<file path="config.mk">
export PLATFORM = sky130hd
export DESIGN_NAME = serial_page_mem
export DESIGN_NICKNAME = d
export VERILOG_FILES = /design/src/rtl/spm_pkg.sv /design/src/rtl/spm_lane.sv /design/src/rtl/spm_ctrl.sv /design/src/rtl/serial_page_mem.sv
export SDC_FILE = /design/constraint.sdc
export NUM_CORES = 1
export LEC_CHECK = 0
export BUFFER_PORTS_ARGS = -buffer_cell sky130_fd_sc_hd__buf_2
export CAP_MARGIN = 20
export CORE_MARGIN = 4
export CORE_UTILIZATION = 55
export DETAILED_ROUTE_END_ITERATION = 16
export GPL_ROUTABILITY_DRIVEN = 0
export PLACE_DENSITY = 0.69
export SYNTH_ARGS = -nofsm -noshare
export SYNTH_HDL_FRONTEND = slang
export SYNTH_HIERARCHICAL = 1
export SYNTH_SLANG_ARGS = --single-unit
export TNS_END_PERCENT = 30
</file>
<file path="constraint.sdc">
create_clock -name clk -period 5.2 [get_ports clk]
set_clock_uncertainty 0.2 [all_clocks]
set_input_delay 1.56 -clock clk [delete_from_list [all_inputs] [get_ports clk]]
set_output_delay 1.56 -clock clk [all_outputs]
set_load 0.03 [all_outputs]
</file>
<file path="src/rtl/spm_pkg.sv">
package spm_pkg;
  localparam logic [1:0] KIND_READ  = 2'd0;
  localparam logic [1:0] KIND_WRITE = 2'd1;
  localparam logic [1:0] KIND_FETCH = 2'd2;

  localparam logic [7:0] OP_READ  = 8'h03;
  localparam logic [7:0] OP_WRITE = 8'h02;
  localparam logic [7:0] OP_WREN  = 8'h06;
  localparam logic [7:0] OP_NOP   = 8'h00;

  typedef enum logic [1:0] {FR_STREAM, FR_READ, FR_WREN, FR_WRITE} frame_e;
endpackage

</file>
<file path="src/rtl/spm_lane.sv">
module spm_lane #(
  parameter int FRAME_W = 40,
  parameter int BYTE_W  = 8
) (
  input  logic               clk,
  input  logic               rst,
  input  logic               load,
  input  logic [FRAME_W-1:0] frame,
  input  logic               shift,
  input  logic               miso,
  output logic               mosi,
  output logic [BYTE_W-1:0]  rx_next
);
  logic [FRAME_W-1:0] tx_q;
  logic [BYTE_W-1:0]  rx_q;

  always_ff @(posedge clk) begin
    if (rst) begin
      tx_q <= '0;
      rx_q <= '0;
    end else if (load) begin
      tx_q <= frame;
    end else if (shift) begin
      tx_q <= {tx_q[FRAME_W-2:0], 1'b0};
      rx_q <= rx_next;
    end
  end

  assign mosi    = tx_q[FRAME_W-1];
  assign rx_next = {rx_q[BYTE_W-2:0], miso};

  // a frame is never reloaded in the middle of a bit
  a_r3_load_not_in_bit: assert property (@(posedge clk) disable iff (rst)
    !(load && shift));
endmodule

</file>
<file path="src/rtl/spm_ctrl.sv">
module spm_ctrl
  import spm_pkg::*;
#(
  parameter int PAGE_W  = 8,
  parameter int WORD_W  = 24,
  parameter int FRAME_W = 40,
  parameter int BYTE_W  = 8
) (
  input  logic              clk,
  input  logic              rst,
  input  logic              req,
  input  logic [1:0]        kind,
  input  logic [PAGE_W-1:0] page_in,
  input  logic              half_in,
  input  logic [WORD_W-1:0] wdata_in,
  output logic              cs_n,
  output logic              sck,
  output logic              load,
  output frame_e            frame_sel,
  output logic              shift,
  output logic              done,
  output logic              ready,
  output logic [PAGE_W-1:0] sel_page,
  output logic              sel_half,
  output logic [WORD_W-1:0] sel_wdata
);
  localparam int CNT_W = $clog2(FRAME_W + 1);

  typedef enum logic [1:0] {S_IDLE, S_CLOSE, S_XFER, S_GAP} st_e;

  st_e               st_q;
  logic              cs_n_q, sck_q, ph_q, ready_q, wren_q, open_q, half_q;
  logic [CNT_W-1:0]  cnt_q, frame_len;
  logic [1:0]        kind_q, cur_kind;
  logic [PAGE_W-1:0] page_q, next_q;
  logic [WORD_W-1:0] wdata_q;
  logic              accept, hit, cur_write, bit_end, last;

  assign accept    = (st_q == S_IDLE) && req && !ready_q;
  assign cur_kind  = (st_q == S_IDLE) ? kind : kind_q;
  assign cur_write = (cur_kind == KIND_WRITE);
  assign hit       = open_q && (cur_kind == KIND_FETCH) && (page_in == next_q);
  assign bit_end   = (st_q == S_XFER) && ph_q;
  assign last      = bit_end && (cnt_q == CNT_W'(1));

  assign load  = (accept && (hit || cs_n_q)) || (st_q == S_CLOSE) || (st_q == S_GAP);
  assign shift = bit_end;
  assign done  = last && !wren_q;

  always_comb begin
    if (st_q == S_GAP)     frame_sel = FR_WRITE;
    else if (accept && hit) frame_sel = FR_STREAM;
    else if (cur_write)     frame_sel = FR_WREN;
    else                    frame_sel = FR_READ;
    frame_len = (frame_sel == FR_STREAM || frame_sel == FR_WREN) ?
                CNT_W'(BYTE_W) : CNT_W'(FRAME_W);
  end

  assign sel_page  = (st_q == S_IDLE) ? page_in  : page_q;
  assign sel_half  = (st_q == S_IDLE) ? half_in  : half_q;
  assign sel_wdata = (st_q == S_IDLE) ? wdata_in : wdata_q;

  always_ff @(posedge clk) begin
    if (rst) begin
      st_q <= S_IDLE;  cs_n_q <= 1'b1;  sck_q <= 1'b0;  ph_q <= 1'b0;
      cnt_q <= '0;     ready_q <= 1'b0; wren_q <= 1'b0; open_q <= 1'b0;
      next_q <= '0;    kind_q <= KIND_READ; page_q <= '0; half_q <= 1'b0;
      wdata_q <= '0;
    end else begin
      ready_q <= 1'b0;
      if (accept) begin
        kind_q <= kind;  page_q <= page_in;  half_q <= half_in;  wdata_q <= wdata_in;
      end
      unique case (st_q)
        S_IDLE: if (accept) begin
          if (hit) st_q <= S_XFER;
          else if (!cs_n_q) begin
            cs_n_q <= 1'b1;  open_q <= 1'b0;  st_q <= S_CLOSE;
          end else begin
            cs_n_q <= 1'b0;  wren_q <= cur_write;  st_q <= S_XFER;
          end
        end
        S_CLOSE: begin
          cs_n_q <= 1'b0;  wren_q <= cur_write;  st_q <= S_XFER;
        end
        S_GAP: begin
          cs_n_q <= 1'b0;  wren_q <= 1'b0;  st_q <= S_XFER;
        end
        S_XFER: if (!ph_q) begin
          sck_q <= 1'b1;  ph_q <= 1'b1;
        end else begin
          sck_q <= 1'b0;  ph_q <= 1'b0;  cnt_q <= cnt_q - CNT_W'(1);
          if (last) begin
            if (wren_q) begin
              cs_n_q <= 1'b1;  st_q <= S_GAP;
            end else begin
              ready_q <= 1'b1;  st_q <= S_IDLE;
              if (kind_q == KIND_FETCH) begin
                open_q <= 1'b1;  next_q <= page_q + 1'b1;
              end else begin
                cs_n_q <= 1'b1;  open_q <= 1'b0;
              end
            end
          end
        end
        default: st_q <= S_IDLE;
      endcase
      if (load) begin
        cnt_q <= frame_len;  ph_q <= 1'b0;
      end
    end
  end

  assign cs_n  = cs_n_q;
  assign sck   = sck_q;
  assign ready = ready_q;

  a_r10_sck_only_selected: assert property (@(posedge clk) disable iff (rst)
    sck_q |-> !cs_n_q);
  a_r9_ready_single: assert property (@(posedge clk) disable iff (rst)
    ready_q |=> !ready_q);
  a_r5_stream_keeps_cs: assert property (@(posedge clk) disable iff (rst)
    (accept && hit) |=> (!cs_n_q && st_q == S_XFER));
  a_r8_data_closes: assert property (@(posedge clk) disable iff (rst)
    (done && kind_q != KIND_FETCH) |=> cs_n_q);
  a_r4_fetch_stays_open: assert property (@(posedge clk) disable iff (rst)
    (done && kind_q == KIND_FETCH) |=> !cs_n_q);
  a_r3_selected_in_xfer: assert property (@(posedge clk) disable iff (rst)
    (st_q == S_XFER) |-> !cs_n_q);
endmodule

</file>
<file path="src/rtl/serial_page_mem.sv">
module serial_page_mem
  import spm_pkg::*;
#(
  parameter int LANES   = 6,
  parameter int BYTE_W  = 8,
  parameter int VA_W    = 9,
  parameter int INSTR_W = 32,
  parameter int DEV_AW  = 24
) (
  input  logic                 clk,
  input  logic                 rst,
  input  logic                 req,
  input  logic [1:0]           kind,
  input  logic [VA_W-1:0]      vaddr,
  input  logic [LANES*BYTE_W/2-1:0] wdata,
  output logic                 ready,
  output logic [LANES*BYTE_W/2-1:0] rdata,
  output logic [INSTR_W-1:0]   instr,
  output logic                 spi_sck,
  output logic                 spi_cs_n,
  output logic [LANES-1:0]     spi_mosi,
  input  logic [LANES-1:0]     spi_miso
);
  localparam int PAGE_W     = VA_W - 1;
  localparam int PAGE_BITS  = LANES * BYTE_W;
  localparam int WORD_W     = PAGE_BITS / 2;
  localparam int HALF_LANES = LANES / 2;
  localparam int FRAME_W    = 2 * BYTE_W + DEV_AW;

  logic              load, shift, done, sel_half;
  frame_e            frame_sel;
  logic [PAGE_W-1:0] sel_page;
  logic [WORD_W-1:0] sel_wdata;
  logic [DEV_AW-1:0] dev_addr;
  logic [PAGE_BITS-1:0] page_next;
  logic [WORD_W-1:0]  rdata_q;
  logic [INSTR_W-1:0] instr_q;

  spm_ctrl #(.PAGE_W(PAGE_W), .WORD_W(WORD_W), .FRAME_W(FRAME_W), .BYTE_W(BYTE_W)) u_ctrl (
    .clk(clk), .rst(rst), .req(req), .kind(kind),
    .page_in(vaddr[VA_W-1:1]), .half_in(vaddr[0]), .wdata_in(wdata),
    .cs_n(spi_cs_n), .sck(spi_sck), .load(load), .frame_sel(frame_sel),
    .shift(shift), .done(done), .ready(ready),
    .sel_page(sel_page), .sel_half(sel_half), .sel_wdata(sel_wdata));

  assign dev_addr = DEV_AW'(sel_page);

  for (genvar g = 0; g < LANES; g++) begin : g_lane
    localparam bit UPPER = (g >= HALF_LANES);
    localparam int WB    = g % HALF_LANES;
    logic               mine;
    logic [FRAME_W-1:0] frame;
    logic [BYTE_W-1:0]  rx_next;

    assign mine = sel_half ? !UPPER : UPPER;

    always_comb begin
      unique case (frame_sel)
        FR_STREAM: frame = '0;
        FR_READ:   frame = {BYTE_W'(OP_READ), dev_addr, {BYTE_W{1'b0}}};
        FR_WREN:   frame = {(mine ? BYTE_W'(OP_WREN) : BYTE_W'(OP_NOP)),
                            {(FRAME_W-BYTE_W){1'b0}}};
        default:   frame = {BYTE_W'(OP_WRITE), dev_addr,
                            (mine ? sel_wdata[WB*BYTE_W +: BYTE_W] : {BYTE_W{1'b0}})};
      endcase
    end

    spm_lane #(.FRAME_W(FRAME_W), .BYTE_W(BYTE_W)) u_lane (
      .clk(clk), .rst(rst), .load(load), .frame(frame), .shift(shift),
      .miso(spi_miso[g]), .mosi(spi_mosi[g]), .rx_next(rx_next));

    assign page_next[g*BYTE_W +: BYTE_W] = rx_next;
  end

  always_ff @(posedge clk) begin
    if (rst) begin
      rdata_q <= '0;
      instr_q <= '0;
    end else if (done) begin
      rdata_q <= sel_half ? page_next[WORD_W-1:0] : page_next[PAGE_BITS-1:WORD_W];
      instr_q <= page_next[PAGE_BITS-1 -: INSTR_W];
    end
  end

  assign rdata = rdata_q;
  assign instr = instr_q;

  // returned data changes only when a transfer completes
  a_r2_data_held: assert property (@(posedge clk) disable iff (rst)
    !$past(done) |-> $stable(rdata_q));
endmodule

</file>
==> results of run 1 <==
[per-stage QoR]
step	instance area [um2]	utilization	hold slack (ns)	power (mW)	worst slack, ns
2_1_floorplan	19900	-	0.234	4.34	1.39
3_3_place_gp	20200	0.582	0.239	4.50	0.728
5_1_grt	21600	0.623	0.273	7.91	0.966
4_1_cts	21600	0.623	0.257	7.66	1.20
6_report	21600	0.623	0.253	7.57	1.15
3_5_place_dp	20200	0.582	0.248	4.53	0.651
[area by class of cell]
| class | count | area (um2) |
|---|---|---|
| Fill cell | 2874 | 13100 |
| Multi-Input combinational cell | 1445 | 10900 |
| Sequential cell | 395 | 7910 |
| Clock buffer | 64 | 1280 |
| Timing Repair Buffer | 129 | 783 |
| Tap cell | 455 | 569 |
| Clock inverter | 12 | 165 |
| Inverter | 8 | 30.0 |
| Antenna cell | 1 | 2.50 |
[worst paths after layout]
kind                                           endpoint  slack, ns
hold / removal          u_ctrl/wdata_q[14]$_SDFFE_PP0P_       0.25
setup / recovery  g_lane[0].u_lane/tx_q[5]$_SDFFE_PP0P_       1.15
setup reg to reg  g_lane[0].u_lane/tx_q[5]$_SDFFE_PP0P_       1.51
hold reg to reg         u_ctrl/wdata_q[14]$_SDFFE_PP0P_       0.25
[worst max-delay path, cell delays in order]
cell      delay (ns)
buf_2           0.11
or4b_4          0.48
o21ai_2         0.10
nand4b_1        0.26
a21oi_1         0.44
or2_4           0.43
buf_12          0.41
mux2i_1         0.28
nor2_1          0.07
[cells by family (layout without fill, tap and decap cells)]
logic type,after synthesis,after routing,synth area share
AND/OR/NAND/NOR,601,601,0.134
other,1,127,0.000193
adder cells (fa/ha/maj),3,3,0.00193
XOR/XNOR,20,20,0.00901
buffers and inverters,149,213,0.0572
flip-flops,395,395,0.407
AO/OA/AOI/OAI,137,137,0.0420
multiplexers,558,558,0.349
[flip-flops by register name, summed over array words and instances, names as in the netlist]
register / cells
u_ctrl/page_q: 8
u_ctrl/wren_q: 1
u_ctrl/half_q: 1
u_ctrl/st_q: 2
rdata: 24
u_ctrl/sck: 1
g_lane.u_lane/rx_q: 42
u_ctrl/wdata_q: 24
u_ctrl/kind_q: 2
u_ctrl/cnt_q: 6
u_ctrl/cs_n: 1
u_ctrl/ph_q: 1
u_ctrl/open_q: 1
instr: 32
u_ctrl/ready: 1
g_lane.u_lane/tx_q: 240
u_ctrl/next_q: 8
[cell usage in the layout (no fill, tap or decap), drive strengths merged, types with 10 or more instances in the layout]
cell type / instances
and2: 57
nand2b: 11
mux2i: 291
nor2: 316
a21oi: 87
xnor2: 12
conb: 126
dfxtp: 395
nand3: 10
buf: 129
a211oi: 31
mux2: 267
nand2: 161
clkbuf: 64
[layer usage]
layer	global-route usage	vias to the layer above	routed length, um
met1	0.271	6185	18700
met4	0.0543	0	819
met3	0.0266	61	1390
met5	0	-	0
met2	0.309	202	17200
li1	-	6543	-
[power groups by stage]
stage	clock network (mW)	logic, mW	registers (mW)
after floorplan	0	0.995	3.35
after global placement	0	1.13	3.37
after detailed placement	0	1.15	3.38
after CTS	3.18	1.16	3.31
after global routing	3.31	1.26	3.34
final	3.10	1.16	3.31
==> impl_metrics.tcl, run 1 <==
set metrics [dict create \
    critPathLaunch "kind[0]" \
    rows 68 \
    power.density_nw_per_um2 350 \
    ys_types 58 \
    synthArstFlopShare 0 \
    critPathRequiredTime_ns 5.39 \
    antenna_left 0 \
    dieArea_um2 38400 \
    cp-end-kind "register" \
    wirelength_um 38100 \
    rsz0062_at_grt "no" \
    worstSkewPairLatency_ns 0.53 \
    finalHoldViolCount 0 \
    holdBufCountCts 0 \
    syn-instance-count 1864 \
    drc_errors 0 \
    cts.sinks 395 \
    layoutNonFillerInstCount 2509 \
    syn-cell-area_um2 19400 \
    fp.dieH_um 196 \
    grt_pass1_vias 12700 \
    htree_levels 2 \
    synth.top_cell.area_share 0.407 \
    criticalPathCategory "in2reg" \
    start_util 0.560 \
    drive_above_1_share 0.232 \
    fin_crit_ns 4.05 \
    drt_first_pass_iters 5 \
    grt_usage 0.192 \
    num_io_pins 109 \
    syn2layout_area_growth_pct 11.3 \
    hold_path.class "reg2reg" \
    synth_edf_count 0 \
    critPathArrivalTime_ns 4.24 \
    fp.dieW_um 196 \
    power.share.switching 0.249 \
    cts_setup_buffers 0 \
    clockPowerShare 0.409 \
    gr-total-overflow 0 \
    cts_tree "done" \
    yosysTopAreaCell "dfxtp_1" \
    reg2reg_from "u_ctrl/st_q[0]$_SDFFE_PP0P_" \
    start_kind "input port" \
    crit_fanout 72 \
    min_from "u_ctrl/wdata_q[14]$_SDFFE_PP0P_" \
    vias_per_cell 5.18 \
    outcome "completed" \
    p_switching_mw 1.89 \
    postSynthAreaPerCell_um2 10.4 \
    leakage_nw 8.92 \
    maxSlewHeadroom 0.292 \
    p_int_mw 5.68 \
    combPwrFrac 0.153 \
    yosys_warnings 6 \
    grt_max_degree 150 \
    synth.most_common_cell "dfxtp_1" \
    hold_depth 2 \
    synthFlopType "dfxtp_1" \
    seq_area_frac_synth 0.407 \
    yosys-top-cells-count "dfxtp_1, nor2_1, mux2i_1" \
    ir_worst_vdd_v 0.000254 \
    cts_buffers 43 \
    initialDrtViolationCount 775 \
    timing.setup.tns_ns 0 \
    ys_seq_elements 395 \
    drv_cap 0 \
    dpl.hpwl_um 24200 \
    nets 2069 \
    seq_power_share 0.438 \
    wl_per_cell_um 15.2 \
    dp.cells 2432 \
    r2r_cells 8 \
    clockBufferDepth 3 \
    numPortBuffers 108 \
    netlist_top_cells_area "dfxtp_1, mux2_4, mux2i_1" \
    clk_pin_slew_ns 0.06 \
    slew_viol_final 0 \
    root_buffer "clkbuf_16" \
    cts-resized-gates 0 \
    coreArea_um2 34700 \
    tightest_slew_ns 1.06 \
    finalSetupViolations 0 \
    fmax_mhz 247 \
    antenna_found_initial 0 \
    grt_pass1_wl_um 63600 \
    finalCritPeriodShare 0.778 \
    vias 13000 \
]
Power figures use the tool's default switching activity.
==> run 2, diff against run 1 <==
==> constraint.sdc (replaced) <==
create_clock -name clk -period 3.9 [get_ports clk]
set_clock_uncertainty 0.2 [all_clocks]
set_input_delay 1.17 -clock clk [delete_from_list [all_inputs] [get_ports clk]]
set_output_delay 1.17 -clock clk [all_outputs]
set_load 0.03 [all_outputs]
==> impl_metrics.tcl, run 2 (synthesized netlist as in run 1, its figures left out) <==
set metrics [dict create \
    outcome "completed" \
    clockPowerShare 0.393 \
    nets 2085 \
    grt_pass1_wl_um 63700 \
    rows 68 \
    clk_pin_slew_ns 0.06 \
    fp.dieW_um 196 \
    antenna_left 0 \
    fmax_mhz 317 \
    initialDrtViolationCount 720 \
    critPathArrivalTime_ns 3.33 \
    htree_levels 2 \
    worstSkewPairLatency_ns 0.54 \
    cts_setup_buffers 0 \
    rsz0062_at_grt "no" \
    power.density_nw_per_um2 453 \
    dpl.hpwl_um 23900 \
    numPortBuffers 108 \
    finalSetupViolations 0 \
    place_area_um2 20400 \
    tightest_slew_ns 0.960 \
    syn2layout_area_growth_pct 11.9 \
    crit_family "simple AND/OR/NAND/NOR gates" \
    slowest_delay_ns 0.48 \
    grt_max_degree 148 \
    drc_errors 0 \
    layout_commonest_cell "dfxtp_1" \
    fin_crit_ns 3.16 \
    cts-resized-gates 0 \
    hold_path.class "reg2reg" \
    leakage_nw 8.99 \
    cts.sinks 395 \
    p_switching_mw 2.51 \
    slew_viol_final 0 \
    n_antenna_cell 0 \
    gr-total-overflow 0 \
    coreArea_um2 34700 \
    cp-end-kind "register" \
    maxSlewHeadroom 0.360 \
    p_int_mw 7.35 \
    seq_power_share 0.448 \
    cts_buffers 42 \
    timing.setup.tns_ns 0 \
    crit_fanout 59 \
    largest_reg_flops 240 \
    cp_cell_sequence "buf_2 > or4b_4 > o21ai_2 > nand4b_1 > a21oi_1 > or2_4 > buf_12 > mux2i_1 > nor2_1" \
    wl_per_cell_um 14.9 \
    cts_tree "done" \
    path_buf_inv 2 \
    vias_per_cell 5.17 \
    final_cell_mix "dfxtp_1, nor2_1, mux2i_1, mux2_4, nand2_1" \
    finalPower_mw 9.87 \
    start_kind "input port" \
    vias 13100 \
    fp.dieH_um 196 \
    start_util 0.560 \
    stdcell_area_um2 21800 \
    drv_cap 0 \
    clockBufferDepth 3 \
    utilization 0.627 \
    grt_pass1_vias 12900 \
    finalHoldViolCount 0 \
    holdBufCountCts 0 \
    ir_worst_vdd_v 0.000292 \
    root_buffer "clkbuf_16" \
    antenna_found_initial 0 \
    grt_usage 0.190 \
    drive_above_1_share 0.239 \
    drt_first_pass_iters 5 \
    crit_slowest_cell "or4b_4" \
    combPwrFrac 0.160 \
    criticalPathCategory "in2reg" \
    power.share.switching 0.255 \
    dieArea_um2 38400 \
    top_register "g_lane.u_lane/tx_q" \
    finalCritPeriodShare 0.809 \
    critPathRequiredTime_ns 4.07 \
    wirelength_um 37500 \
    num_io_pins 109 \
]
==> run 2: cell types whose count changed in the layout (fill, tap and decap cells not counted) <==
| cell | previous run | this run |
|---|---|---|
| clkinv_2 | 6 | 8 |
| buf_12 | 6 | 13 |
| diode_2 | 1 | 0 |
| clkinv_4 | 0 | 1 |
| inv_6 | 0 | 2 |
| bufinv_16 | 4 | 2 |
| clkinvlp_4 | 2 | 1 |
| clkbuf_16 | 45 | 42 |
| clkbuf_1 | 11 | 9 |
| buf_4 | 15 | 25 |
| clkinv_8 | 0 | 1 |
==> run 2: worst paths after layout <==
| kind | cells after the start | slack (ns) | to | start |
|---|---|---|---|---|
| max | 9 | 0.74 | g_lane[1].u_lane/tx_q[12]$_SDFFE_PP0P_ | kind[0] |
| min | 2 | 0.25 | u_ctrl/wdata_q[22]$_SDFFE_PP0P_ | u_ctrl/wdata_q[22]$_SDFFE_PP0P_ |
| max reg2reg | 8 | 0.85 | g_lane[1].u_lane/tx_q[12]$_SDFFE_PP0P_ | u_ctrl/st_q[1]$_SDFFE_PP0P_ |
| min reg2reg | 2 | 0.25 | u_ctrl/wdata_q[22]$_SDFFE_PP0P_ | u_ctrl/wdata_q[22]$_SDFFE_PP0P_ |
==> run 2: metal layers <==
metal | wire (um) | vias up | track usage
li1 | - | 6577 | -
met1 | 18300 | 6225 | 0.268
met2 | 17200 | 213 | 0.314
met3 | 1390 | 40 | 0.0259
met4 | 563 | 0 | 0.0411
met5 | 0 | - | 0
==> run 2: area by class of cell <==
| class | count | area, um2 |
|---|---|---|
| inverters | 8 | 30.0 |
| repair buffers | 146 | 998 |
| clock buffers | 59 | 1190 |
| flip-flops and latches | 395 | 7910 |
| fillers | 2857 | 13000 |
| multi-input cells | 1445 | 10900 |
| clock inverters | 15 | 150 |
| well taps | 455 | 569 |
==> run 2: power by group through the flow <==
stage               Combinational (mW)  Sequential (mW)  Clock, mW
floorplan                         1.33             4.47          0
finish                            1.58             4.42       3.87
detailed placement                1.57             4.50          0
CTS                               1.58             4.42       3.99
global placement                  1.54             4.49          0
global route                      1.72             4.44       4.15
==> run 2: stage by stage <==
stage                     instances  hold WS, ns  worst slack (ns)
after CTS                      2523        0.256             0.773
after global placement         2449        0.239             0.282
final                          2523        0.252             0.744
after detailed placement       2449        0.248             0.266
after floorplan                1989        0.234             0.480
after global routing           2523        0.269             0.647
==> run 2: tightest hold or removal path: cells and delay by family (launching register included) <==
| kind | cells | cell delay (ns) |
|---|---|---|
| flip-flops | 1 | 0.31 |
| AND/OR/NAND/NOR | 1 | 0.05 |
| AO/OA/AOI/OAI | 1 | 0.05 |
==> run 3, diff against run 2 <==
--- a/config.mk
+++ b/config.mk
@@ -11,7 +11,7 @@
 export CORE_UTILIZATION = 55
 export DETAILED_ROUTE_END_ITERATION = 16
 export GPL_ROUTABILITY_DRIVEN = 0
-export PLACE_DENSITY = 0.69
+export PLACE_DENSITY = 0.72
 export SYNTH_ARGS = -nofsm -noshare
 export SYNTH_HDL_FRONTEND = slang
 export SYNTH_HIERARCHICAL = 1
==> constraint.sdc (replaced) <==
create_clock -name clk -period 2.85 [get_ports clk]
set_clock_uncertainty 0.2 [all_clocks]
set_input_delay 0.855 -clock clk [delete_from_list [all_inputs] [get_ports clk]]
set_output_delay 0.855 -clock clk [all_outputs]
set_load 0.03 [all_outputs]
==> impl_metrics.tcl, run 3 (synthesized netlist as in run 1, its figures left out) <==
set metrics [dict create \
    wl_per_cell_um 15.3 \
    initialDrtViolationCount 668 \
    antenna_left 0 \
    place_area_um2 20900 \
    leakage_nw 9.27 \
    finalCritPeriodShare 0.932 \
    finalHoldViolCount 0 \
    root_buffer "clkbuf_16" \
    grt_pass1_vias 13300 \
    finalPower_mw 13.6 \
    hold_path.class "reg2reg" \
    grt_max_degree 96 \
    multiInputGateArea_um2 10900 \
    cts-resized-gates 0 \
    drt_first_pass_iters 5 \
    setup_ws_ns 0.193 \
    drive_above_1_share 0.256 \
    fillers 2790 \
    critPathRequiredTime_ns 3.11 \
    start_kind "input port" \
    fp.dieW_um 196 \
    largest_reg_flops 240 \
    syn2layout_area_growth_pct 14.6 \
    path_buf_inv 2 \
    crit_fanout 12 \
    cts_setup_buffers 0 \
    layoutNonFillerInstCount 2575 \
    gr-total-overflow 0 \
    cts_buffers 42 \
    min_from "u_ctrl/wdata_q[8]$_SDFFE_PP0P_" \
    p_switching_mw 3.47 \
    fp.dieH_um 196 \
    utilization 0.642 \
    crit_family "simple AND/OR/NAND/NOR gates" \
    ir_worst_vdd_v 0.000508 \
    whs_ns 0.251 \
    tightest_slew_ns 0.576 \
    stdcell_area_um2 22300 \
    combPwrFrac 0.170 \
    grt_pass1_wl_um 65300 \
    place_ws_ns -0.342 \
    holdBufCountCts 0 \
    critPathArrivalTime_ns 2.92 \
    criticalPathCategory "in2reg" \
    maxSlewHeadroom 0.616 \
    numPortBuffers 108 \
    fmax_mhz 376 \
    dp.cells 2499 \
    rsz0062_at_grt "no" \
    dpl.hpwl_um 26000 \
    htree_levels 2 \
    worstSkewPairLatency_ns 0.54 \
    nets 2135 \
    outcome "completed" \
    power.density_nw_per_um2 612 \
    final_cell_mix "dfxtp_1, nor2_1, mux2i_1, mux2_4, nand2_1" \
    antenna_found_initial 1 \
    p_int_mw 10.2 \
    clockPowerShare 0.387 \
    timing.setup.tns_ns 0 \
    start_util 0.560 \
    layout_commonest_cell "dfxtp_1" \
    cts_tree "done" \
    vias_per_cell 5.18 \
    vias 13400 \
    top_register "g_lane.u_lane/tx_q" \
    coreArea_um2 34700 \
    critPathLaunch "kind[0]" \
    num_io_pins 109 \
    clockBufferDepth 3 \
    slew_viol_final 0 \
    dieArea_um2 38400 \
    rows 68 \
    drc_errors 0 \
    clk_pin_slew_ns 0.06 \
    crit_slowest_cell "or4b_4" \
    finalSetupViolations 0 \
    fin_crit_ns 2.66 \
    drv_cap 0 \
    wirelength_um 39300 \
    cp_cell_sequence "buf_2 > or4b_4 > o21ai_2 > nand4b_1 > a21oi_2 > or2_4 > buf_4 > nand2b_1 > nand2_1 > a21oi_1" \
    slowest_delay_ns 0.47 \
    cp-end-kind "register" \
    cts.sinks 395 \
    seq_power_share 0.443 \
    reg2reg_from "u_ctrl/st_q[1]$_SDFFE_PP0P_" \
    power.share.switching 0.254 \
    seq_area_um2 7910 \
    grt_usage 0.198 \
]
-- run 3: cell count changes in the layout (fill, tap and decap cells not counted), moves of 2 or more --
| cell | change |
|---|---|
| buf_4 | +38 |
| buf_12 | +12 |
| clkinv_2 | -2 |
| clkbuf_1 | +3 |
| clkinvlp_4 | +2 |
-- run 3: cell type report --
cell class | count | area share
tap | 455 | 0.0256
timing repair buffer | 196 | 0.0684
multi-input combinational | 1445 | 0.490
antenna | 1 | 0.000112
clock buffer | 64 | 0.0559
inverter | 8 | 0.00135
clock inverter | 11 | 0.00410
sequential | 395 | 0.355
-- run 3: metal layers --
layer | global-route usage | up-vias | wire (um)
met2 | 0.345 | 238 | 18700
met3 | 0.0292 | 53 | 1680
met5 | 0 | - | 7
met1 | 0.259 | 6377 | 18100
met4 | 0.0486 | 2 | 754
li1 | - | 6680 | -
-- run 3: worst paths after layout --
kind / to / slack [ns] / cells past startpoint
worst max register to register: g_lane[5].u_lane/rx_q[6]$_SDFFE_PP0P_ / 0.25 / 9
worst min register to register: u_ctrl/wdata_q[8]$_SDFFE_PP0P_ / 0.25 / 2
worst min-delay path: u_ctrl/wdata_q[8]$_SDFFE_PP0P_ / 0.25 / 2
worst max-delay path: g_lane[5].u_lane/rx_q[6]$_SDFFE_PP0P_ / 0.19 / 10
-- run 3: worst reg2reg max path, delay by kind of cell, from the launching register on --
kind	cells	cell delay, ns
simple gates	5	1.33
buf+inv	1	0.23
flops	1	0.32
compound gates	3	0.45
-- run 3: power by group through the flow --
stage / Sequential, mW / Combinational (mW) / Clock, mW
2_1_floorplan: 6.11 / 1.89 / 0
3_3_place_gp: 6.15 / 2.26 / 0
3_5_place_dp: 6.16 / 2.31 / 0
4_1_cts: 6.04 / 2.33 / 5.40
5_1_grt: 6.08 / 2.52 / 5.62
6_report: 6.04 / 2.32 / 5.27
